--- src/rtl/bootprep_pkg.sv ---
package bootprep_pkg;

    localparam int ADDR_W     = 32;
    localparam int DATA_W     = 32;
    localparam int BYTE_SHIFT = 2;
    localparam int CNT_W      = ADDR_W - BYTE_SHIFT;

    typedef enum logic [2:0] {
        ST_IDLE    = 3'd0,
        ST_CLEAR   = 3'd1,
        ST_COPY_RD = 3'd2,
        ST_COPY_WR = 3'd3,
        ST_DONE    = 3'd4
    } prep_state_e;

    typedef struct packed {
        logic [ADDR_W-1:0] load_addr;
        logic [ADDR_W-1:0] run_addr;
        logic [ADDR_W-1:0] end_addr;
    } prep_cfg_t;

    typedef struct packed {
        logic              we;
        logic              re;
        logic [DATA_W-1:0] data;
    } port_op_t;

    // Number of 32-bit words spanned by the run-time image; empty when inverted.
    function automatic logic [CNT_W-1:0] copy_words(input prep_cfg_t c);
        logic [ADDR_W-1:0] span;
        if (c.end_addr > c.run_addr)
            span = c.end_addr - c.run_addr;
        else
            span = '0;
        return CNT_W'(span >> BYTE_SHIFT);
    endfunction

    // Byte address to word index: drop the two low bits.
    function automatic logic [ADDR_W-1:0] word_of(input logic [ADDR_W-1:0] byte_addr);
        return byte_addr >> BYTE_SHIFT;
    endfunction

endpackage

--- src/rtl/bootprep_fsm.sv ---
module bootprep_fsm
    import bootprep_pkg::*;
(
    input  logic        clk,
    input  logic        rst,
    input  logic        clr_last_i,
    input  logic        copy_last_i,
    input  logic        len_zero_i,
    output prep_state_e state_o,
    output logic        done_o,
    output logic        core_hold_o
);

    prep_state_e state_q;
    prep_state_e state_d;
    logic        hold_q;

    always_comb begin
        state_d = state_q;
        unique case (state_q)
            ST_IDLE:    state_d = ST_CLEAR;
            ST_CLEAR: begin
                if (clr_last_i)
                    state_d = len_zero_i ? ST_DONE : ST_COPY_RD;
            end
            ST_COPY_RD: state_d = ST_COPY_WR;
            ST_COPY_WR: state_d = copy_last_i ? ST_DONE : ST_COPY_RD;
            ST_DONE:    state_d = ST_DONE;
            default:    state_d = ST_IDLE;
        endcase
    end

    always_ff @(posedge clk) begin
        if (rst) begin
            state_q <= ST_IDLE;
            hold_q  <= 1'b1;
        end else begin
            state_q <= state_d;
            hold_q  <= (state_q != ST_DONE);
        end
    end

    assign state_o     = state_q;
    assign done_o      = (state_q == ST_DONE);
    assign core_hold_o = hold_q;

    // a copy write is always preceded by its read cycle
    p_wr_after_rd_r5: assert property (@(posedge clk) disable iff (rst)
        (state_q == ST_COPY_WR) |-> ($past(state_q) == ST_COPY_RD));

    // completion is sticky
    p_done_sticky_r8: assert property (@(posedge clk) disable iff (rst)
        (state_q == ST_DONE) |=> (state_q == ST_DONE));

    // copying begins only from the final clear cycle
    p_copy_after_clear_r3: assert property (@(posedge clk) disable iff (rst)
        (state_q == ST_COPY_RD && $past(state_q) != ST_COPY_WR) |->
            ($past(state_q) == ST_CLEAR));

endmodule

--- src/rtl/bootprep_addr_gen.sv ---
module bootprep_addr_gen
    import bootprep_pkg::*;
#(
    parameter int MEM_WORDS = 65536,
    parameter int IDX_W     = 16
) (
    input  logic             clk,
    input  logic             rst,
    input  prep_state_e      state_i,
    input  prep_cfg_t        cfg_i,
    output logic [IDX_W-1:0] clr_idx_o,
    output logic [IDX_W-1:0] src_idx_o,
    output logic [IDX_W-1:0] dst_idx_o,
    output logic             clr_last_o,
    output logic             copy_last_o,
    output logic             len_zero_o
);

    localparam logic [IDX_W-1:0] LAST_IDX = IDX_W'(MEM_WORDS - 1);
    localparam logic [CNT_W-1:0] ONE_WORD = CNT_W'(1);

    logic [IDX_W-1:0] clr_q;
    logic [IDX_W-1:0] src_q;
    logic [IDX_W-1:0] dst_q;
    logic [CNT_W-1:0] remain_q;
    logic             len_zero_q;
    logic [CNT_W-1:0] span_words;

    assign span_words = copy_words(cfg_i);

    always_ff @(posedge clk) begin
        if (rst) begin
            clr_q      <= '0;
            src_q      <= '0;
            dst_q      <= '0;
            remain_q   <= '0;
            len_zero_q <= 1'b1;
        end else begin
            unique case (state_i)
                ST_IDLE: begin
                    clr_q      <= '0;
                    src_q      <= IDX_W'(word_of(cfg_i.load_addr));
                    dst_q      <= IDX_W'(word_of(cfg_i.run_addr));
                    remain_q   <= span_words;
                    len_zero_q <= (span_words == '0);
                end
                ST_CLEAR: clr_q <= clr_q + 1'b1;
                ST_COPY_WR: begin
                    src_q    <= src_q + 1'b1;
                    dst_q    <= dst_q + 1'b1;
                    remain_q <= remain_q - 1'b1;
                end
                default: ;
            endcase
        end
    end

    assign clr_idx_o   = clr_q;
    assign src_idx_o   = src_q;
    assign dst_idx_o   = dst_q;
    assign clr_last_o  = (clr_q == LAST_IDX);
    assign copy_last_o = (remain_q == ONE_WORD);
    assign len_zero_o  = len_zero_q;

    // the clear walk advances by exactly one word per cycle
    p_clear_step_r2: assert property (@(posedge clk) disable iff (rst)
        (state_i == ST_CLEAR && $past(state_i) == ST_CLEAR) |->
            (clr_q == $past(clr_q) + 1'b1));

    // both pointers advance together after every copy write
    p_copy_step_r4: assert property (@(posedge clk) disable iff (rst)
        ($past(state_i) == ST_COPY_WR) |->
            (src_q == $past(src_q) + 1'b1 && dst_q == $past(dst_q) + 1'b1));

    // pointers do not move while a word is in flight
    p_ptr_stable_r9: assert property (@(posedge clk) disable iff (rst)
        (state_i == ST_COPY_WR) |-> ($stable(src_q) && $stable(dst_q)));

endmodule

--- src/rtl/bootprep_port_mux.sv ---
module bootprep_port_mux
    import bootprep_pkg::*;
#(
    parameter int IDX_W = 16
) (
    input  prep_state_e       state_i,
    input  logic [IDX_W-1:0]  clr_idx_i,
    input  logic [IDX_W-1:0]  src_idx_i,
    input  logic [IDX_W-1:0]  dst_idx_i,
    input  logic [DATA_W-1:0] rd_data_i,
    output logic              we_o,
    output logic              re_o,
    output logic [IDX_W-1:0]  idx_o,
    output logic [DATA_W-1:0] wdata_o
);

    port_op_t op;

    always_comb begin
        op    = '{we: 1'b0, re: 1'b0, data: '0};
        idx_o = '0;
        unique case (state_i)
            ST_CLEAR: begin
                op.we = 1'b1;
                idx_o = clr_idx_i;
            end
            ST_COPY_RD: begin
                op.re = 1'b1;
                idx_o = src_idx_i;
            end
            ST_COPY_WR: begin
                op.we   = 1'b1;
                op.data = rd_data_i;
                idx_o   = dst_idx_i;
            end
            default: ;
        endcase
    end

    assign we_o    = op.we;
    assign re_o    = op.re;
    assign wdata_o = op.data;

endmodule

--- src/rtl/bootprep_engine.sv ---
module bootprep_engine
    import bootprep_pkg::*;
#(
    parameter int MEM_WORDS = 65536,
    localparam int IDX_W    = $clog2(MEM_WORDS)
) (
    input  logic              clk,
    input  logic              rst,
    input  logic [ADDR_W-1:0] cfg_load_addr,
    input  logic [ADDR_W-1:0] cfg_run_addr,
    input  logic [ADDR_W-1:0] cfg_end_addr,
    output logic              mem_we,
    output logic              mem_re,
    output logic [IDX_W-1:0]  mem_idx,
    output logic [DATA_W-1:0] mem_wdata,
    input  logic [DATA_W-1:0] mem_rdata,
    output logic              prep_done,
    output logic              core_hold
);

    prep_state_e      state;
    prep_cfg_t        cfg;
    logic [IDX_W-1:0] clr_idx;
    logic [IDX_W-1:0] src_idx;
    logic [IDX_W-1:0] dst_idx;
    logic             clr_last;
    logic             copy_last;
    logic             len_zero;

    assign cfg = '{load_addr: cfg_load_addr,
                   run_addr:  cfg_run_addr,
                   end_addr:  cfg_end_addr};

    bootprep_fsm u_fsm (
        .clk         (clk),
        .rst         (rst),
        .clr_last_i  (clr_last),
        .copy_last_i (copy_last),
        .len_zero_i  (len_zero),
        .state_o     (state),
        .done_o      (prep_done),
        .core_hold_o (core_hold)
    );

    bootprep_addr_gen #(
        .MEM_WORDS (MEM_WORDS),
        .IDX_W     (IDX_W)
    ) u_addr (
        .clk         (clk),
        .rst         (rst),
        .state_i     (state),
        .cfg_i       (cfg),
        .clr_idx_o   (clr_idx),
        .src_idx_o   (src_idx),
        .dst_idx_o   (dst_idx),
        .clr_last_o  (clr_last),
        .copy_last_o (copy_last),
        .len_zero_o  (len_zero)
    );

    bootprep_port_mux #(
        .IDX_W (IDX_W)
    ) u_mux (
        .state_i   (state),
        .clr_idx_i (clr_idx),
        .src_idx_i (src_idx),
        .dst_idx_i (dst_idx),
        .rd_data_i (mem_rdata),
        .we_o      (mem_we),
        .re_o      (mem_re),
        .idx_o     (mem_idx),
        .wdata_o   (mem_wdata)
    );

    // single port, never read and write at once
    p_port_exclusive_r10: assert property (@(posedge clk) disable iff (rst)
        !(mem_we && mem_re));

    // processor held while preparation is unfinished
    p_hold_until_done_r3: assert property (@(posedge clk) disable iff (rst)
        !prep_done |-> core_hold);

    // release happens exactly one cycle after completion
    p_release_timing_r8: assert property (@(posedge clk) disable iff (rst)
        $rose(prep_done) |-> core_hold);
    p_release_next_r8: assert property (@(posedge clk) disable iff (rst)
        $rose(prep_done) |=> !core_hold);

    // no memory traffic after completion
    p_quiet_after_done_r8: assert property (@(posedge clk) disable iff (rst)
        prep_done |-> (!mem_we && !mem_re));

endmodule

--- config.mk ---
export PLATFORM = sky130hd
export DESIGN_NAME = bootprep_engine
export DESIGN_NICKNAME = d
export VERILOG_FILES = /design/src/rtl/bootprep_pkg.sv /design/src/rtl/bootprep_fsm.sv /design/src/rtl/bootprep_addr_gen.sv /design/src/rtl/bootprep_port_mux.sv /design/src/rtl/bootprep_engine.sv
export SDC_FILE = /design/constraint.sdc
export NUM_CORES = 1
export LEC_CHECK = 0
export BUFFER_PORTS_ARGS = -buffer_cell sky130_fd_sc_hd__buf_2
export CORE_MARGIN = 2
export CORE_UTILIZATION = 55
export DETAILED_ROUTE_END_ITERATION = 6
export PLACE_DENSITY_LB_ADDON = 0.1
export RECOVER_POWER = 50
export SYNTH_ARGS = -nofsm -noshare
export SYNTH_HDL_FRONTEND = slang
export SYNTH_SLANG_ARGS = --single-unit
--- constraint.sdc ---
create_clock -name clk -period 6.38 [get_ports clk]
set_input_delay 0.319 -clock clk [delete_from_list [all_inputs] [get_ports clk]]
set_output_delay 0.319 -clock clk [all_outputs]
set_load 0.05 [all_outputs]
---- Word level (Yosys, flattened, before mapping) ----
Cells that the tools add are included.
cells by class
  bitwise logic cells ..................... 0
  reduce and logical (&&, ||, !) cells .... 5
  shifts and indexed selects .............. 0
  $lt $le $gt $ge ......................... 1
  equal/unequal tests ..................... 8
  $mul .................................... 0
  divide/modulo/power cells ............... 0
  muxes and demuxes ....................... 13
  $add $sub $neg .......................... 5
operators by type and width
  operator               number
  $pmux 16 s2            3
  $mux 32                2
  $pmux 30 s2            1
  $add 16x1->16 const B  3
  $pmux 16 s3            1
  $gt 32x32->1           1
  $sub 32x32->32         1
  $eq 30x1->1 const B    1
  $logic_not 30->1       1
  $sub 30x1->30 const B  1
  $eq 16x16->1 const B   1
  $pmux 3 s5             1
  $mux 3                 3
  $eq 3x2->1 const B     2
  $reduce_bool 2->1      2
  $eq 3x1->1 const B     1
  $eq 3x3->1 const B     1
  $logic_not 3->1        1
  $ne 3x3->1 const B     1
  $mux 1                 2
  $ne 2x2->1 const B     1
  $reduce_or 2->1        1
word-level totals
  register bits after elaboration ......... 83
  latch bits .............................. 0
  bits of input ports ..................... 130
  RAM bits ................................ 0
  memory bits (read-only) ................. 0
  memories ................................ 0
  word-level logic and storage cells ...... 39
  output and inout bits ................... 52

---- Logic depth before layout (Yosys ltp) ----
  depth after elaboration ................. 3
  mapped depth ............................ 13
  gate-level depth less buffers ........... 12

---- Hierarchy ----
A second synthesis with hierarchy kept.
unflattened totals
  cells, all modules ...................... 974
  area, all modules ....................... 6,929.1 um^2
modules (own cells, without submodules)
  module             area each (um^2)  times used  seq. area each (um^2)  cells an instance
  bootprep_addr_gen  6,050.8           1           1,581.5                860
  bootprep_port_mux  699.4             1           0.0                    96
  bootprep_fsm       178.9             1           80.1                   18

---- Worst setup path before layout ----
No wires, ideal clock.
  kind .................................... input port to flip-flop
  from .................................... in cfg_run_addr[3]
  to ...................................... reg u_addr.len_zero_q (netlist: u_addr.len_zero_o)
  buffers on the path ..................... 1
  data arrival time ....................... 2.633 ns
  stages .................................. 13
  data required time ...................... 6.323 ns
  path slack .............................. 3.690 ns
  cell sequence ........................... inv_1 > ha_1 > buf_6 > a21o_1 > a21oi_2 > nand2_1 > mux2_2 > or4_1 > a21oi_1 > and4bb_1 > nand4b_1 > and4bb_1 > a21o_1
between the ends
  cells in the longest elaborated chain, start to end .. 3
  elaborated cells on any way between the ends .. 4
  classes of those cells .................. add/sub (1); order compare (1); mux (1); reduce/logical (1)
RTL lines
  item                                                   line                                    source
  from (decl)                                            bootprep_engine.sv:10                   input logic [ADDR_W-1:0] cfg_run_addr,
  $sub 32x32->32 / $gt 32x32->1 (equally long branches)  bootprep_pkg.sv:32, bootprep_pkg.sv:31
  $mux 32 *                                              bootprep_pkg.sv:31                      if (c.end_addr > c.run_addr)
  $logic_not 30->1 *                                     bootprep_addr_gen.sv:45                 len_zero_q <= (span_words == '0);
  to (signal assigned)                                   bootprep_addr_gen.sv:45
  to (decl)                                              bootprep_addr_gen.sv:26                 logic len_zero_q;
Mark *: on every way between the ends. The rest lies on a longest branch, timed or not.
A chain may end at the register's enable or synchronous reset.

---- Worst setup path after layout ----
  from .................................... reg u_fsm.state_q[1] (netlist: u_fsm.state_o[1])
  to ...................................... reg u_addr.len_zero_q (netlist: u_addr.len_zero_o)
between the ends
  cells in the longest elaborated chain, start to end .. 1
RTL lines
  item                    line                     source
  from (decl)             bootprep_fsm.sv:14       prep_state_e state_q;
  from (signal assigned)  bootprep_fsm.sv:38       state_q <= state_d;
  $logic_not 3->1         bootprep_addr_gen.sv:39  unique case (state_i)
Every way passes these cells.

==> flow_summary.ini <==
[pwr]
internal-power_w = 0.00114
swShare_pct = 38.5
seqPwrFrac_pct = 35.7
p_leak_nw = 3.59
netSwitchingPower_w = 0.000714
vdd_drop_max_mv = 0.142
p_per_area_nw_per_um2 = 229
p_clk_share_pct = 27.9
p_comb_share_pct = 36.4

[run]
drv_cap = 2

[floorplanning]
fp.dieH_um = 116
rows = 41
dieWidth_um = 116
coreArea_um2 = 12500
ios = 182
start_util_pct = 55.8
die-area_um2 = 13600

[critical_path]
slowest_delay_ps = 1570
cp-end-kind = flop
crit_family = simple AND/OR/NAND/NOR gates
worstReg2RegStart = u_fsm.state_o[1]
ff2ff_path_depth = 8
path_buf_inv = 1
critPathKind = flop to flop
worstSetupEndpoint = u_addr.len_zero_o
crit_chain = nor2_1, nand2_1, clkbuf_1, nor3_1, and4bb_1, nand4b_1, and4bb_1, a21o_1
reg2reg_to = u_addr.len_zero_o
crit_fanout = 57
cp-startpoint = u_fsm.state_o[1]
crit_required_ps = 6620
crit_top_cell = and4bb_1
slowest_stage = dfxtp_1
startpoint_type = flop
arrival_ps = 4950
r2r_slack_ps = 1660
cp_num_cells = 8

[synthesis]
synth_fp_nets = 1159
synth-seq-cells = 83
synthAdderAreaFrac_pct = 6.65
avgSynthCellArea_um2 = 7.02
syn_area_um2 = 6960
synth_top_area_share_pct = 23.9
synthFlopType = dfxtp_1
synth_compound_area_share_pct = 27.4
yosys_warnings = 0
synth_area_leader_cell = dfxtp_1
synth_cell_types = 74
synth_area_leaders = dfxtp_1 (24%), a21oi_1 (8.8%), nor2_1 (7.1%)
netlist_top_cells_count = nor2_1 (131), a21oi_1 (122), nand2_1 (84)
synthCells = 992
synth_top_family_by_area = simple AND/OR/NAND/NOR gates
synth_xor_area_share_pct = 4.28
yosysSeqAreaShare_pct = 23.9
async_reset_ff_share_pct = 0
synth-simple-area-share_pct = 29.1
synth.area.mux_share_pct = 2.80
synth_most_common_cell = nor2_1
synth_edf_count = 0

[timing]
final.setup_skew_ps = 4.66
finalWorstSetupSlack_ps = 1660
slew_viol_final = 88
fin_crit_sh_pct = 74.0
final_hold_viol_count = 0
setup_viol = 0
fmax_ghz = 0.212
min_period_ps = 4720
rsz0062_at_grt = false
maxSlewHeadroom_pct = -23.6
tightest_slew_ps = 1850
finalSetupTns_ps = 0

[run_status]
violations = max-capacitance violations, max-slew violations
status = finished, violations left

[routing]
firstDrtPassIters = 5
drc_errors = 0
routed_wl_um = 20400
drt_iter0_markers = 775
vias = 7721
vias_per_cell = 5.97
antenna_left = 0
wl_per_cell_um = 15.8

[global_route]
met2_usage_pct = 48.1
antenna_found_initial = 0
grt_pass1_wl_um = 32200
grt_use_met3_pct = 3.01
gr-usage-met1_pct = 39.7
grt_pass1_vias = 6656
overflow = 0
grt.total_usage_pct = 29.5
top_usage_layer = met2
grt_max_degree = 78

[clocking]
clock_latency_ps = 340
hold_buffers = 0
cts_htree_levels = 3
cts-resized-gates = 0
clockBufferDepth = 2
cts.clk_slew.worst_paths_ps = 60
cts_num_sinks = 83
cts_setup_buffers = 0
cts_tree = yes
cts_buffers = 9
cts-root-buf = clkbuf_16

[place]
numPortBuffers = 165
gp_congestion = 0.919
post-dp-hpwl_um = 15000
place_ws_ps = 2670

[cells_and_area]
drive_gt1_share_pct = 15.9
area_growth_pct = 16.2
diodes = 0
nets = 1285

[worst_hold_path]
hold_path_class = primary input to flop
-- worst min-delay path, stage by stage --
cell	delay [ps]
buf_2	80
a221oi_1	60
nor2_1	90
-- flip-flops by register name, summed over array words and instances, names as in the netlist --
| signal | cells |
|---|---|
| u_addr.clr_idx_o | 16 |
| u_addr.dst_idx_o | 16 |
| u_addr.len_zero_o | 1 |
| u_addr.remain_q | 30 |
| u_addr.src_idx_o | 16 |
| u_fsm.core_hold_o | 1 |
| u_fsm.state_o | 3 |
-- power by group through the flow --
stage	registers, W	clock network [W]	logic, W
floorplan	0.000637	0	0.000510
global placement	0.000670	0	0.000660
detailed placement	0.000671	0	0.000666
CTS	0.000660	0.000522	0.000669
global route	0.000673	0.000544	0.000752
finish	0.000663	0.000517	0.000675
-- layout make-up --
class | count | area [um2]
Clock buffer | 14 | 294
Clock inverter | 1 | 5.00
Fill cell | 1188 | 4380
Inverter | 46 | 173
Multi-Input combinational cell | 805 | 4900
Sequential cell | 83 | 1660
Tap cell | 172 | 215
Timing Repair Buffer | 173 | 840
-- metrics by stage --
| step | area, um2 | std cells | total power [W] | hold slack (ps) | util, % |
|---|---|---|---|---|---|
| after floorplan | 6960 | 992 | 0.00115 | 409 | - |
| after global placement | 7840 | 1279 | 0.00133 | 478 | 62.9 |
| after detailed placement | 7840 | 1279 | 0.00134 | 483 | 62.9 |
| after CTS | 8140 | 1294 | 0.00185 | 243 | 65.3 |
| after global routing | 8090 | 1294 | 0.00197 | 263 | 64.9 |
| final | 8090 | 1294 | 0.00186 | 241 | 64.9 |
-- how the worst min path moves through the flow --
stage,from,end,slack [ps],cells past startpoint
global route,cfg_run_addr[9],u_addr.dst_idx_o[7],260,3
detailed placement,u_addr.clr_idx_o[1],u_addr.clr_idx_o[1],480,2
floorplan,rst,u_addr.remain_q[12],410,1
CTS,cfg_load_addr[4],u_addr.src_idx_o[2],240,3
global placement,u_addr.dst_idx_o[15],u_addr.dst_idx_o[15],480,2
finish,cfg_load_addr[4],u_addr.src_idx_o[2],240,3
-- cells by family (layout without fill, tap and decap cells) --
logic type	Yosys count	count (layout)
buf+inv	104	234
xor+xnor	34	34
mux	19	19
fa+ha+maj	37	37
compound gates	301	301
simple gates	414	414
flops	83	83
-- routing by layer --
| layer | up-vias | wire length [um] |
|---|---|---|
| met5 | - | 0 |
| met4 | 0 | 664 |
| met3 | 45 | 1360 |
| met2 | 292 | 9430 |
| met1 | 3517 | 8920 |
| li1 | 3867 | - |
-- layout by cell type, fill, tap and decap left out, types with 6 or more instances in the layout --
cell type / instances
a2111oi_0: 8
a21o_1: 9
a21oi_1: 122
a221oi_1: 9
a22oi_1: 18
a31oi_1: 12
and3_1: 56
buf_2: 131
buf_4: 7
clkbuf_1: 35
clkbuf_16: 9
dfxtp_1: 83
ha_1: 37
inv_1: 46
mux2i_1: 15
nand2_1: 83
nand2b_1: 8
nand3_1: 42
nand4_1: 11
nor2_1: 130
nor3_1: 34
nor4_1: 6
o211ai_1: 10
o21ai_0: 63
xnor2_1: 16
xor2_1: 18
Note: power is estimated with default switching activity, not from simulation.
